`config.mk`:
```
export PLATFORM = sky130hd
export DESIGN_NAME = aud_rx_top
export DESIGN_NICKNAME = d
export VERILOG_FILES = /design/src/rtl/aud_rx_pkg.sv /design/src/rtl/aud_rx_sync.sv /design/src/rtl/aud_rx_ctrl.sv /design/src/rtl/aud_rx_lane.sv /design/src/rtl/aud_rx_top.sv
export SDC_FILE = /design/constraint.sdc
export NUM_CORES = 1
export LEC_CHECK = 0
export BUFFER_PORTS_ARGS = -buffer_cell sky130_fd_sc_hd__buf_2
export CORE_MARGIN = 2
export CORE_UTILIZATION = 55
export CTS_CLUSTER_SIZE = 20
export DETAILED_ROUTE_END_ITERATION = 6
export GPL_TIMING_DRIVEN = 0
export MAX_ROUTING_LAYER = met4
export PLACE_DENSITY = 0.8
export SLEW_MARGIN = 30
export SYNTH_ARGS = -nofsm -noshare
export SYNTH_HDL_FRONTEND = slang
export SYNTH_HIERARCHICAL = 1
export SYNTH_SLANG_ARGS = --single-unit
```
`constraint.sdc`:
```
create_clock -name clk -period 5.13 [get_ports clk]
set_clock_uncertainty 0.2 [all_clocks]
set_input_delay 0.513 -clock clk [delete_from_list [all_inputs] [get_ports clk]]
set_output_delay 0.513 -clock clk [all_outputs]
set_load 0.01 [all_outputs]
```
`src/rtl/aud_rx_pkg.sv`:
```
package aud_rx_pkg;

  typedef enum logic [1:0] {
    FMT_RJ  = 2'd0,
    FMT_LJ  = 2'd1,
    FMT_I2S = 2'd2,
    FMT_BAD = 2'd3
  } frame_mode_e;

  // Decoded strap: framing plus word length used by right-justified modes.
  typedef struct packed {
    frame_mode_e mode;
    logic [4:0]  rj_bits;
  } fmt_cfg_t;

  function automatic fmt_cfg_t decode_fmt(input logic [2:0] code);
    fmt_cfg_t c;
    c.mode    = FMT_BAD;
    c.rj_bits = 5'd24;
    case (code)
      3'b000: begin c.mode = FMT_RJ; c.rj_bits = 5'd16; end
      3'b001: begin c.mode = FMT_RJ; c.rj_bits = 5'd18; end
      3'b010: begin c.mode = FMT_RJ; c.rj_bits = 5'd20; end
      3'b011: begin c.mode = FMT_RJ; c.rj_bits = 5'd24; end
      3'b100: c.mode = FMT_I2S;
      3'b101: c.mode = FMT_LJ;
      default: c.mode = FMT_BAD;
    endcase
    return c;
  endfunction

endpackage

```
`src/rtl/aud_rx_sync.sv`:
```
module aud_rx_sync #(
  parameter int WIDTH  = 1,
  parameter int STAGES = 2
) (
  input  logic             clk,
  input  logic             rst,
  input  logic [WIDTH-1:0] d_i,
  output logic [WIDTH-1:0] q_o
);

  logic [STAGES-1:0][WIDTH-1:0] pipe_q;

  always_ff @(posedge clk) begin
    if (rst) begin
      pipe_q <= '0;
    end else begin
      pipe_q[0] <= d_i;
      for (int i = 1; i < STAGES; i++) begin
        pipe_q[i] <= pipe_q[i-1];
      end
    end
  end

  assign q_o = pipe_q[STAGES-1];

endmodule

```
`src/rtl/aud_rx_ctrl.sv`:
```
module aud_rx_ctrl
  import aud_rx_pkg::*;
#(
  parameter  int SAMPLE_W = 24,
  localparam int POS_W    = $clog2(SAMPLE_W + 1)
) (
  input  logic             clk,
  input  logic             rst,
  input  frame_mode_e      mode_i,
  input  logic             bclk_i,
  input  logic             lrclk_i,
  output logic             rise_o,
  output logic             bnd_o,
  output logic             cap_en_o,
  output logic [POS_W-1:0] cap_idx_o,
  output logic             commit_l_o,
  output logic             commit_r_o,
  output logic             frame_done_o
);

  logic             bclk_d;
  logic             lr_d;
  logic             lr_eff_q;
  logic             seen_q;
  logic             have_l_q;
  logic [1:0]       warm_q;
  logic [POS_W-1:0] pos_q;

  logic lr_eff;
  logic left_lvl;
  logic prev_left;
  logic commit;

  always_comb begin
    // I2S framing is left-justified framing with the frame clock late by one slot.
    lr_eff       = (mode_i == FMT_I2S) ? lr_d : lrclk_i;
    left_lvl     = (mode_i != FMT_I2S);
    rise_o       = bclk_i & ~bclk_d;
    bnd_o        = rise_o && (warm_q == 2'd2) && (lr_eff != lr_eff_q);
    commit       = bnd_o && seen_q && (mode_i != FMT_BAD);
    prev_left    = (lr_eff_q == left_lvl);
    commit_l_o   = commit && prev_left;
    commit_r_o   = commit && !prev_left;
    frame_done_o = commit_r_o && have_l_q;
    cap_en_o     = rise_o && !bnd_o && (pos_q < POS_W'(SAMPLE_W));
    cap_idx_o    = POS_W'(SAMPLE_W - 1) - pos_q;
  end

  always_ff @(posedge clk) begin
    if (rst) begin
      bclk_d   <= 1'b0;
      lr_d     <= 1'b0;
      lr_eff_q <= 1'b0;
      seen_q   <= 1'b0;
      have_l_q <= 1'b0;
      warm_q   <= 2'd0;
      pos_q    <= POS_W'(SAMPLE_W);
    end else begin
      bclk_d <= bclk_i;
      if (rise_o) begin
        lr_d     <= lrclk_i;
        lr_eff_q <= lr_eff;
        if (warm_q != 2'd2) warm_q <= warm_q + 2'd1;
        if (bnd_o) begin
          seen_q <= 1'b1;
          pos_q  <= POS_W'(1);
        end else if (pos_q < POS_W'(SAMPLE_W)) begin
          pos_q <= pos_q + POS_W'(1);
        end
      end
      if (commit_l_o)      have_l_q <= 1'b1;
      else if (commit_r_o) have_l_q <= 1'b0;
    end
  end

endmodule

```
`src/rtl/aud_rx_lane.sv`:
```
module aud_rx_lane
  import aud_rx_pkg::*;
#(
  parameter int SAMPLE_W = 24,
  parameter int LEN_W    = 5,
  parameter int POS_W    = 5
) (
  input  logic                clk,
  input  logic                rst,
  input  frame_mode_e         mode_i,
  input  logic [LEN_W-1:0]    rj_bits_i,
  input  logic                rise_i,
  input  logic                bnd_i,
  input  logic                cap_en_i,
  input  logic [POS_W-1:0]    cap_idx_i,
  input  logic                sdata_i,
  input  logic                commit_l_i,
  input  logic                frame_done_i,
  output logic [SAMPLE_W-1:0] left_o,
  output logic [SAMPLE_W-1:0] right_o
);

  logic [SAMPLE_W-1:0] shift_q;
  logic [SAMPLE_W-1:0] word_q;
  logic [SAMPLE_W-1:0] l_pend_q;
  logic [SAMPLE_W-1:0] left_q;
  logic [SAMPLE_W-1:0] right_q;
  logic [SAMPLE_W-1:0] cur;

  // Keep the low n bits and copy bit n-1 upward.
  function automatic logic [SAMPLE_W-1:0] rj_extract(input logic [SAMPLE_W-1:0] v,
                                                     input logic [LEN_W-1:0]    n);
    logic [SAMPLE_W-1:0] r;
    int top;
    top = (n == '0) ? 0 : int'(n) - 1;
    if (top > SAMPLE_W - 1) top = SAMPLE_W - 1;
    for (int i = 0; i < SAMPLE_W; i++) begin
      r[i] = (i <= top) ? v[i] : v[top];
    end
    return r;
  endfunction

  always_comb begin
    cur = (mode_i == FMT_RJ) ? rj_extract(shift_q, rj_bits_i) : word_q;
  end

  always_ff @(posedge clk) begin
    if (rst) begin
      shift_q  <= '0;
      word_q   <= '0;
      l_pend_q <= '0;
      left_q   <= '0;
      right_q  <= '0;
    end else begin
      if (rise_i) shift_q <= {shift_q[SAMPLE_W-2:0], sdata_i};
      if (bnd_i) begin
        word_q             <= '0;
        word_q[SAMPLE_W-1] <= sdata_i;
      end else if (cap_en_i) begin
        word_q[cap_idx_i] <= sdata_i;
      end
      if (commit_l_i) l_pend_q <= cur;
      if (frame_done_i) begin
        left_q  <= l_pend_q;
        right_q <= cur;
      end
    end
  end

  assign left_o  = left_q;
  assign right_o = right_q;

endmodule

```
`src/rtl/aud_rx_top.sv`:
```
module aud_rx_top
  import aud_rx_pkg::*;
#(
  parameter int LANES       = 2,
  parameter int SAMPLE_W    = 24,
  parameter int SYNC_STAGES = 2
) (
  input  logic                            clk,
  input  logic                            rst,
  input  logic [2:0]                      fmt_sel_i,
  input  logic                            bclk_i,
  input  logic                            lrclk_i,
  input  logic [LANES-1:0]                sdata_i,
  output logic [LANES-1:0][SAMPLE_W-1:0]  left_o,
  output logic [LANES-1:0][SAMPLE_W-1:0]  right_o,
  output logic                            valid_o,
  output logic                            fmt_err_o
);

  localparam int POS_W  = $clog2(SAMPLE_W + 1);
  localparam int LEN_W  = 5;
  localparam int SYNC_W = LANES + 2;

  logic [2:0]  fmt_q;
  logic        err_q;
  logic        valid_q;
  fmt_cfg_t    cfg_in;
  fmt_cfg_t    cfg_q;

  logic [SYNC_W-1:0] sync_out;
  logic              bclk_s;
  logic              lr_s;
  logic [LANES-1:0]  data_s;

  logic             rise, bnd, cap_en, commit_l, commit_r, frame_done;
  logic [POS_W-1:0] cap_idx;

  always_comb begin
    cfg_in = decode_fmt(fmt_sel_i);
    cfg_q  = decode_fmt(fmt_q);
  end

  // Strap is followed only while reset is held.
  always_ff @(posedge clk) begin
    if (rst) begin
      fmt_q <= fmt_sel_i;
      err_q <= (cfg_in.mode == FMT_BAD);
    end
  end

  aud_rx_sync #(
    .WIDTH  (SYNC_W),
    .STAGES (SYNC_STAGES)
  ) u_sync (
    .clk (clk),
    .rst (rst),
    .d_i ({sdata_i, lrclk_i, bclk_i}),
    .q_o (sync_out)
  );

  assign bclk_s = sync_out[0];
  assign lr_s   = sync_out[1];
  assign data_s = sync_out[SYNC_W-1:2];

  aud_rx_ctrl #(
    .SAMPLE_W (SAMPLE_W)
  ) u_ctrl (
    .clk          (clk),
    .rst          (rst),
    .mode_i       (cfg_q.mode),
    .bclk_i       (bclk_s),
    .lrclk_i      (lr_s),
    .rise_o       (rise),
    .bnd_o        (bnd),
    .cap_en_o     (cap_en),
    .cap_idx_o    (cap_idx),
    .commit_l_o   (commit_l),
    .commit_r_o   (commit_r),
    .frame_done_o (frame_done)
  );

  for (genvar g = 0; g < LANES; g++) begin : g_lane
    aud_rx_lane #(
      .SAMPLE_W (SAMPLE_W),
      .LEN_W    (LEN_W),
      .POS_W    (POS_W)
    ) u_lane (
      .clk          (clk),
      .rst          (rst),
      .mode_i       (cfg_q.mode),
      .rj_bits_i    (cfg_q.rj_bits),
      .rise_i       (rise),
      .bnd_i        (bnd),
      .cap_en_i     (cap_en),
      .cap_idx_i    (cap_idx),
      .sdata_i      (data_s[g]),
      .commit_l_i   (commit_l),
      .frame_done_i (frame_done),
      .left_o       (left_o[g]),
      .right_o      (right_o[g])
    );
  end

  always_ff @(posedge clk) begin
    if (rst) valid_q <= 1'b0;
    else     valid_q <= frame_done;
  end

  assign valid_o   = valid_q;
  assign fmt_err_o = err_q;

  logic unused_commit_r;
  assign unused_commit_r = commit_r;

endmodule

```
==> metrics.txt, run 1 <==
# TYPE chip_impl_metric gauge
chip_impl_info{name="outcome",value="completed"} 1
chip_impl_metric{name="totalPowerFinal",unit="mW"} 4.772
chip_impl_metric{name="final_util",unit="%"} 64.28
chip_impl_metric{name="cts-resized-gates",unit=""} 0
chip_impl_metric{name="peakVddDrop",unit="mV"} 0.3277
chip_impl_metric{name="global_route_wire_length_before_repair",unit="microns"} 62180
chip_impl_info{name="clock-root-buffer",value="sky130_fd_sc_hd__clkbuf_16"} 1
chip_impl_metric{name="antenna_violations_before_repair",unit=""} 0
chip_impl_metric{name="htreeDepth",unit=""} 1
chip_impl_metric{name="fillers",unit=""} 1988
chip_impl_metric{name="synth_sequential_area_ratio",unit="%"} 41.22
chip_impl_metric{name="port-buffer-count",unit=""} 106
chip_impl_metric{name="fp.coreArea",unit="sq um"} 23330
chip_impl_metric{name="cts_setup_buffers",unit=""} 0
chip_impl_metric{name="timing.final.setup_violations",unit=""} 0
chip_impl_metric{name="maximum_clock_insertion_buffer_count",unit=""} 3
chip_impl_metric{name="chipHeight",unit="microns"} 157.6
chip_impl_metric{name="synthCells",unit=""} 1548
chip_impl_metric{name="routedWlPerCell",unit="microns"} 19.39
chip_impl_metric{name="max_slew.worst_pin.slew",unit="ns"} 1.001
chip_impl_metric{name="first_global_vias",unit=""} 11480
chip_impl_metric{name="synth_cell_types",unit=""} 96
chip_impl_metric{name="design_area",unit="sq um"} 15000
chip_impl_metric{name="grt-ovfl-total",unit=""} 0
chip_impl_metric{name="die_w",unit="microns"} 157.6
chip_impl_metric{name="netlist_area",unit="sq um"} 12970
chip_impl_metric{name="initial_core_util",unit="%"} 55.58
chip_impl_metric{name="place_area",unit="sq um"} 13940
chip_impl_info{name="synthMostInstantiatedCell",value="sky130_fd_sc_hd__dfxtp_1"} 1
chip_impl_metric{name="cts-buffers-inserted",unit=""} 28
chip_impl_metric{name="maxSlewHeadroom",unit="%"} 31.56
chip_impl_metric{name="required",unit="ns"} 5.32
chip_impl_metric{name="floorplan.io_pins",unit=""} 107
chip_impl_metric{name="min_period_over_period",unit="%"} 90.81
chip_impl_metric{name="route.antenna.remaining_nets",unit=""} 0
chip_impl_metric{name="worst-endpoint-arrival",unit="ns"} 4.85
chip_impl_info{name="post_synth_most_frequent_cells",value="261 x sky130_fd_sc_hd__dfxtp_1, 239 x sky130_fd_sc_hd__nor2_1, 171 x sky130_fd_sc_hd__nand2_1"} 1
chip_impl_info{name="clock_tree_from_tritoncts",value="yes"} 1
chip_impl_metric{name="row_count",unit=""} 56
chip_impl_metric{name="setup_tns",unit="ns"} 0
chip_impl_metric{name="area_growth_syn_to_layout",unit="%"} 15.66
chip_impl_metric{name="timing.final.max_slew_violations",unit=""} 0
chip_impl_info{name="start_kind",value="flip-flop"} 1
chip_impl_metric{name="clock_latency",unit="ns"} 0.54
chip_impl_metric{name="place.detailed.hpwl",unit="microns"} 28730
chip_impl_metric{name="grt_max_degree",unit=""} 21
chip_impl_metric{name="place_congestion",unit=""} 0.9722
chip_impl_metric{name="p_leak",unit="nW"} 5.298
chip_impl_info{name="synth.top_cells.by_area",value="sky130_fd_sc_hd__dfxtp_1 40%, sky130_fd_sc_hd__mux2i_1 9.5%, sky130_fd_sc_hd__nor2_1 6.9%"} 1
chip_impl_metric{name="n_antenna_cell",unit=""} 0
chip_impl_metric{name="drt_iter0_markers",unit=""} 1216
chip_impl_metric{name="finalNetCount",unit=""} 1716
chip_impl_metric{name="p_per_area",unit="nW/um^2"} 318.1
chip_impl_metric{name="final_layout_size_suffix_gt1_share",unit="%"} 13.46
chip_impl_info{name="critical_path_class",value="reg -> reg"} 1
chip_impl_metric{name="grt_util_all_layers",unit="%"} 32.48
chip_impl_metric{name="fin_crit",unit="ns"} 4.659
chip_impl_info{name="rsz0062_at_grt",value="no"} 1
chip_impl_metric{name="fp.dieArea",unit="sq um"} 24820
chip_impl_metric{name="drc",unit=""} 0
chip_impl_metric{name="fmaxAchievable",unit="GHz"} 0.2147
chip_impl_metric{name="totalWireLength",unit="microns"} 39600
chip_impl_metric{name="drt_pass1_iterations",unit=""} 5
chip_impl_info{name="dominantRegCellSynth",value="sky130_fd_sc_hd__dfxtp_1"} 1
chip_impl_metric{name="clk_pin_slew",unit="ns"} 0.06
chip_impl_metric{name="cp_max_fo",unit=""} 10
chip_impl_metric{name="final-hold-violation-count",unit=""} 0
chip_impl_metric{name="postSynthRegisterBits",unit=""} 265
chip_impl_metric{name="synth_area_per_cell",unit="sq um"} 8.377
chip_impl_metric{name="synth_edf_count",unit=""} 4
chip_impl_metric{name="area_share_of_the_leading_cell_type_in_the_synthesized_netlist",unit="%"} 40.29
chip_impl_info{name="worstHoldPathType",value="in -> reg"} 1
chip_impl_metric{name="clock-sinks",unit=""} 265
chip_impl_metric{name="syn_warnings",unit=""} 6
chip_impl_info{name="post-synth-top-area-cell",value="sky130_fd_sc_hd__dfxtp_1"} 1
chip_impl_metric{name="viasPerCell",unit=""} 6.052
chip_impl_info{name="critPathCaptureType",value="flip-flop"} 1
chip_impl_metric{name="ys_async_sr_fraction",unit="%"} 0
chip_impl_metric{name="drv_cap",unit=""} 0
chip_impl_metric{name="dr_vias",unit=""} 12360
==> through the flow <==
stage / instances / hold WS (ns) / setup WS (ns)
after floorplan: 1560 / 0.2138 / 1.489
after global placement: 1985 / 0.2253 / 0.6609
after detailed placement: 1985 / 0.2292 / 0.6526
after CTS: 2042 / 0.01952 / 0.5925
after global routing: 2042 / 0.02346 / 0.1506
final: 2042 / 0.01991 / 0.4713
==> final timing paths <==
path,from,end,slack (ns),cells after the start
setup / recovery,fmt_q[1]$_DFFE_PP_,g_lane[1].u_lane/right_o[21]$_SDFFE_PP0P_,0.47,14
hold / removal,sdata_i[1],u_sync/pipe_q[3]$_SDFF_PP0_,0.02,2
setup reg to reg,fmt_q[1]$_DFFE_PP_,g_lane[1].u_lane/right_o[21]$_SDFFE_PP0P_,0.47,14
hold reg to reg,u_sync/pipe_q[2]$_SDFF_PP0_,u_sync/q_o[2]$_SDFF_PP0_,0.25,1
==> metal layers <==
metal,up-vias,part of all wire [%],global-route usage [%]
met5,-,0,-
met4,0,5.6,15.93
met3,115,6.4,3.634
met2,576,47,52.07
met1,5866,41,40.89
li1,5802,-,-
==> layout make-up <==
cell class              count  area [sq um]  area share (%)
clock buffers              40         847.1           5.648
multi-input cells        1145          7046           46.98
repair buffers            112         590.6           3.938
clock inverters            11         133.9          0.8926
flip-flops and latches    265          5345           35.64
inverters                  24         90.09          0.6007
well taps                 319         399.1           2.661
plain buffers             126         546.8           3.646
==> state kept, by name, indices dropped and copies added, names as in the netlist, 3 cells and up <==
| register | flops |
|---|---|
| u_sync/q_o | 4 |
| g_lane.u_lane/l_pend_q | 48 |
| g_lane.u_lane/right_o | 48 |
| g_lane.u_lane/shift_q | 48 |
| g_lane.u_lane/word_q | 48 |
| u_ctrl/pos_q | 5 |
| fmt_q | 3 |
| g_lane.u_lane/left_o | 48 |
| u_sync/pipe_q | 4 |
==> cells in the final DEF, fill, tap and decap left out, drive strengths merged, types with 10 or more instances in the layout <==
cell type	instances
nand3	48
a311oi	26
nand2	172
and2	10
nor2b	20
nand2b	14
nor3b	11
mux2i	131
a31oi	16
a21oi	84
clkinv	10
o21ai	95
buf	145
inv	22
conb	14
clkbuf	127
o21bai	11
a211oi	66
or2	12
nor3	14
dfxtp	261
nor2	239
o211ai	13
a21o	13
==> logic make-up after synthesis <==
family                     Yosys count  synth area share, %
AOI/OAI and AO/OA                  402                21.28
xor gates and xnor gates             4               0.2702
adders and majority gates            5               0.4824
buffers and inverters              150                4.911
DFF                                265                41.22
muxes                              132                10.97
other                                2              0.05791
and+or+nand+nor                    588                20.81
==> where the power goes <==
group / switching [mW] / internal (mW) / leakage, nW
logic: 0.388 / 0.175 / 2.66
clock network: 0.839 / 1.29 / 0.493
registers: 0.00528 / 2.07 / 2.14
total: 1.23 / 3.54 / 5.30
==> timing repair <==
item / CTS / global route
endpoints found under the hold margin: 6 / 0
hold buffers: 6 / 0
setup endpoints to repair: 0 / 0
==> critical path, stage by stage (launching register included) <==
cell and delay (ns):
sky130_fd_sc_hd__edfxtp_1 0.41, sky130_fd_sc_hd__nand2b_1 0.18, sky130_fd_sc_hd__nor2_1 0.40, sky130_fd_sc_hd__buf_2 0.30, sky130_fd_sc_hd__inv_1 0.07, sky130_fd_sc_hd__ha_1 0.21
sky130_fd_sc_hd__clkbuf_1 0.23, sky130_fd_sc_hd__nor2b_1 0.23, sky130_fd_sc_hd__a21oi_1 0.16, sky130_fd_sc_hd__a2bb2oi_1 0.43, sky130_fd_sc_hd__a31oi_1 0.16, sky130_fd_sc_hd__a2111oi_4 0.72
sky130_fd_sc_hd__a21oi_2 0.19, sky130_fd_sc_hd__a31oi_1 0.49, sky130_fd_sc_hd__a211oi_1 0.15
Note: power is estimated with default switching activity, not from simulation.
==> run 2, diff against run 1 <==
--- a/config.mk
+++ b/config.mk
@@ -7,12 +7,12 @@
 export LEC_CHECK = 0
 export BUFFER_PORTS_ARGS = -buffer_cell sky130_fd_sc_hd__buf_2
 export CORE_MARGIN = 2
-export CORE_UTILIZATION = 55
+export CORE_UTILIZATION = 54
 export CTS_CLUSTER_SIZE = 20
 export DETAILED_ROUTE_END_ITERATION = 6
 export GPL_TIMING_DRIVEN = 0
 export MAX_ROUTING_LAYER = met4
-export PLACE_DENSITY = 0.8
+export PLACE_DENSITY = 0.82
 export SLEW_MARGIN = 30
 export SYNTH_ARGS = -nofsm -noshare
 export SYNTH_HDL_FRONTEND = slang
==> constraint.sdc (replaced) <==
create_clock -name clk -period 4 [get_ports clk]
set_clock_uncertainty 0.2 [all_clocks]
set_input_delay 0.4 -clock clk [delete_from_list [all_inputs] [get_ports clk]]
set_output_delay 0.4 -clock clk [all_outputs]
set_load 0.01 [all_outputs]
==> run 2 against run 1 <==
Effect of this change:
- combinational power grew 36%
- maximum frequency grew 21%
- clock power grew 36%
- sequential power grew 28%
- global-route usage shrank 0.43 points
- final area grew 1.5%
- via count grew 2.2%
- critical endpoint is now g_lane[1].u_lane/right_o[14]$_SDFFE_PP0P_
- largest power group unchanged
==> metrics.txt, run 2 (synthesis gave the netlist of run 1 again) <==
# TYPE chip_impl_metric gauge
chip_impl_info{name="outcome",value="completed"} 1
chip_impl_metric{name="grt_max_degree",unit=""} 21
chip_impl_info{name="worstHoldPathType",value="in -> reg"} 1
chip_impl_metric{name="drc",unit=""} 0
chip_impl_metric{name="cts-buffers-inserted",unit=""} 28
chip_impl_metric{name="finalNetCount",unit=""} 1723
chip_impl_metric{name="drv_cap",unit=""} 0
chip_impl_info{name="clock_tree_from_tritoncts",value="yes"} 1
chip_impl_metric{name="maximum_clock_insertion_buffer_count",unit=""} 3
chip_impl_metric{name="port-buffer-count",unit=""} 106
chip_impl_metric{name="register_area",unit="sq um"} 5345
chip_impl_metric{name="fmaxAchievable",unit="GHz"} 0.2587
chip_impl_metric{name="first_global_vias",unit=""} 11800
chip_impl_info{name="worstHoldStart",value="rst"} 1
chip_impl_metric{name="multi_input_comb_area",unit="sq um"} 7144
chip_impl_metric{name="clk_pin_slew",unit="ns"} 0.06
chip_impl_metric{name="max_slew.worst_pin.slew",unit="ns"} 1.095
chip_impl_metric{name="chipHeight",unit="microns"} 159.0
chip_impl_metric{name="place_area",unit="sq um"} 13940
chip_impl_metric{name="place_inst",unit=""} 1985
chip_impl_metric{name="place.detailed.hpwl",unit="microns"} 29400
chip_impl_info{name="clock-root-buffer",value="sky130_fd_sc_hd__clkbuf_16"} 1
chip_impl_info{name="final_common_cell",value="sky130_fd_sc_hd__dfxtp_1"} 1
chip_impl_metric{name="p_per_area",unit="nW/um^2"} 415.0
chip_impl_info{name="critical_path_class",value="reg -> reg"} 1
chip_impl_metric{name="viasPerCell",unit=""} 6.161
chip_impl_metric{name="grt-ovfl-total",unit=""} 0
chip_impl_metric{name="fp.coreArea",unit="sq um"} 23540
chip_impl_metric{name="floorplan.io_pins",unit=""} 107
chip_impl_info{name="critPathCaptureType",value="flip-flop"} 1
chip_impl_metric{name="area_growth_syn_to_layout",unit="%"} 17.43
chip_impl_metric{name="maxSlewHeadroom",unit="%"} 25.09
chip_impl_metric{name="netSwitchingFraction",unit="%"} 25.91
chip_impl_metric{name="stdcell_count",unit=""} 2050
chip_impl_info{name="start_kind",value="flip-flop"} 1
chip_impl_metric{name="power_share_of_the_combinational_group",unit="%"} 12.1
chip_impl_metric{name="dr_vias",unit=""} 12630
chip_impl_metric{name="power.share.clock",unit="%"} 45.7
chip_impl_metric{name="route.antenna.remaining_nets",unit=""} 0
chip_impl_info{name="hold-path-endpoint",value="u_sync/q_o[0]$_SDFF_PP0_"} 1
chip_impl_metric{name="min_period_over_period",unit="%"} 96.63
chip_impl_metric{name="fp.dieArea",unit="sq um"} 25270
chip_impl_info{name="r2r_end",value="g_lane[1].u_lane/right_o[14]$_SDFFE_PP0P_"} 1
chip_impl_metric{name="row_count",unit=""} 56
chip_impl_metric{name="design_area",unit="sq um"} 15230
chip_impl_metric{name="min_path_cells",unit=""} 2
chip_impl_metric{name="htreeDepth",unit=""} 1
chip_impl_metric{name="timing.final.max_slew_violations",unit=""} 0
chip_impl_metric{name="fillers",unit=""} 2005
chip_impl_metric{name="n_antenna_cell",unit=""} 0
chip_impl_metric{name="grt_util_all_layers",unit="%"} 32.05
chip_impl_metric{name="initial_core_util",unit="%"} 55.08
chip_impl_metric{name="clock-sinks",unit=""} 265
chip_impl_metric{name="cp_max_fo",unit=""} 12
chip_impl_metric{name="final_util",unit="%"} 64.68
chip_impl_metric{name="antenna_violations_before_repair",unit=""} 0
chip_impl_metric{name="routedWlPerCell",unit="microns"} 19.97
chip_impl_metric{name="power.net_switching",unit="mW"} 1.637
chip_impl_metric{name="setup_tns",unit="ns"} 0
chip_impl_metric{name="drt_pass1_iterations",unit=""} 6
chip_impl_metric{name="peakVddDrop",unit="mV"} 0.3645
chip_impl_metric{name="pwr-share-seq",unit="%"} 42.1
chip_impl_metric{name="timing.final.setup_violations",unit=""} 0
chip_impl_metric{name="required",unit="ns"} 4.25
chip_impl_metric{name="clock_latency",unit="ns"} 0.55
chip_impl_metric{name="totalWireLength",unit="microns"} 40930
chip_impl_metric{name="drt_iter0_markers",unit=""} 1234
chip_impl_metric{name="p_leak",unit="nW"} 5.368
chip_impl_metric{name="final-hold-violation-count",unit=""} 0
chip_impl_info{name="worst_r2r_startpoint",value="fmt_q[1]$_DFFE_PP_"} 1
chip_impl_metric{name="global_route_wire_length_before_repair",unit="microns"} 64420
chip_impl_metric{name="fin_crit",unit="ns"} 3.865
chip_impl_metric{name="place_congestion",unit=""} 0.9767
chip_impl_metric{name="cell_internal_pwr",unit="mW"} 4.682
chip_impl_metric{name="worst-endpoint-arrival",unit="ns"} 4.12
chip_impl_metric{name="final_layout_size_suffix_gt1_share",unit="%"} 15.08
chip_impl_metric{name="die_w",unit="microns"} 159.0
chip_impl_metric{name="r2r_cells",unit=""} 13
chip_impl_metric{name="setup.reg_to_reg.worst_slack",unit="ns"} 0.13
chip_impl_info{name="final_cell_mix",value="261 x sky130_fd_sc_hd__dfxtp_1, 236 x sky130_fd_sc_hd__nor2_1, 171 x sky130_fd_sc_hd__nand2_1, 120 x sky130_fd_sc_hd__mux2i_1, 119 x sky130_fd_sc_hd__buf_2"} 1
run 2: changes by cell type in the layout (fill, tap and decap cells not counted), sizes merged:
cell / previous run / this run
inv: 22 / 24
bufinv: 3 / 5
dlygate4sd3: 6 / 7
clkinv: 10 / 9
buf: 145 / 152
clkbuf: 127 / 123
clkinvlp: 0 / 1
run 2: through the flow:
step                setup slack (ns)  hold WS, ns  total power, mW
detailed placement           -0.5905       0.2325            3.404
global route               -0.002230      0.09134            6.486
CTS                          0.02313      0.06674            6.278
floorplan                     0.3585       0.2138            3.218
finish                        0.1347      0.07787            6.319
global placement             -0.5597       0.2250            3.404
run 2: layout make-up:
type,count,area share [%]
multi-input combinational,1145,46.92
timing repair buffer,121,4.339
clock inverter,15,1.422
inverter,24,0.5916
sequential,265,35.10
clock buffer,37,5.431
tap,319,2.621
buffer,124,3.574
run 2: how the worst max path moves through the flow:
stage / start / end / slack (ns) / depth (start not counted)
finish: fmt_q[1]$_DFFE_PP_ / g_lane[1].u_lane/right_o[14]$_SDFFE_PP0P_ / 0.13 / 13
global route: fmt_q[1]$_DFFE_PP_ / g_lane[1].u_lane/l_pend_q[8]$_SDFFE_PP0P_ / -0.002 / 16
CTS: fmt_q[1]$_DFFE_PP_ / g_lane[1].u_lane/right_o[8]$_SDFFE_PP0P_ / 0.02 / 15
detailed placement: fmt_q[1]$_DFFE_PP_ / g_lane[1].u_lane/l_pend_q[19]$_SDFFE_PP0P_ / -0.59 / 14
global placement: fmt_q[1]$_DFFE_PP_ / g_lane[1].u_lane/right_o[21]$_SDFFE_PP0P_ / -0.56 / 14
floorplan: fmt_q[1]$_DFFE_PP_ / g_lane[1].u_lane/l_pend_q[18]$_SDFFE_PP0P_ / 0.36 / 14
run 2: what timing repair did:
action,4_1_cts,5_1_grt
gates resized for setup,9,14
setup endpoints to repair,71,52
hold endpoints to repair,8,0
pin swaps,3,4
hold buffers,7,0
setup buffers,5,3
run 2: worst max-delay path: stages, from the launching register on:
cell and delay (ns):
sky130_fd_sc_hd__edfxtp_1 0.41, sky130_fd_sc_hd__nand2b_1 0.21, sky130_fd_sc_hd__nor2_4 0.17, sky130_fd_sc_hd__buf_4 0.18, sky130_fd_sc_hd__inv_1 0.06, sky130_fd_sc_hd__ha_2 0.25
sky130_fd_sc_hd__or4_4 0.46, sky130_fd_sc_hd__nor2_2 0.16, sky130_fd_sc_hd__o211ai_1 0.16, sky130_fd_sc_hd__a21o_1 0.21, sky130_fd_sc_hd__a222oi_1 0.56, sky130_fd_sc_hd__mux2i_1 0.37
sky130_fd_sc_hd__nor2_1 0.11, sky130_fd_sc_hd__a211oi_1 0.25
run 2: power by group through the flow:
| stage | clock network (mW) | logic [mW] | registers, mW |
|---|---|---|---|
| after global placement | 0 | 0.683 | 2.72 |
| after global routing | 3.01 | 0.811 | 2.66 |
| after CTS | 2.91 | 0.705 | 2.66 |
| after detailed placement | 0 | 0.683 | 2.72 |
| after floorplan | 0 | 0.497 | 2.72 |
| final | 2.89 | 0.765 | 2.66 |
run 2: metal layers:
layer / vias to the layer above / share of wire (%) / GRT usage (%)
li1: 5819 / - / -
met1: 6037 / 41 / 40.18
met2: 642 / 46 / 51.87
met3: 132 / 7.0 / 3.386
met4: 0 / 5.8 / 15.87
met5: - / 0 / -
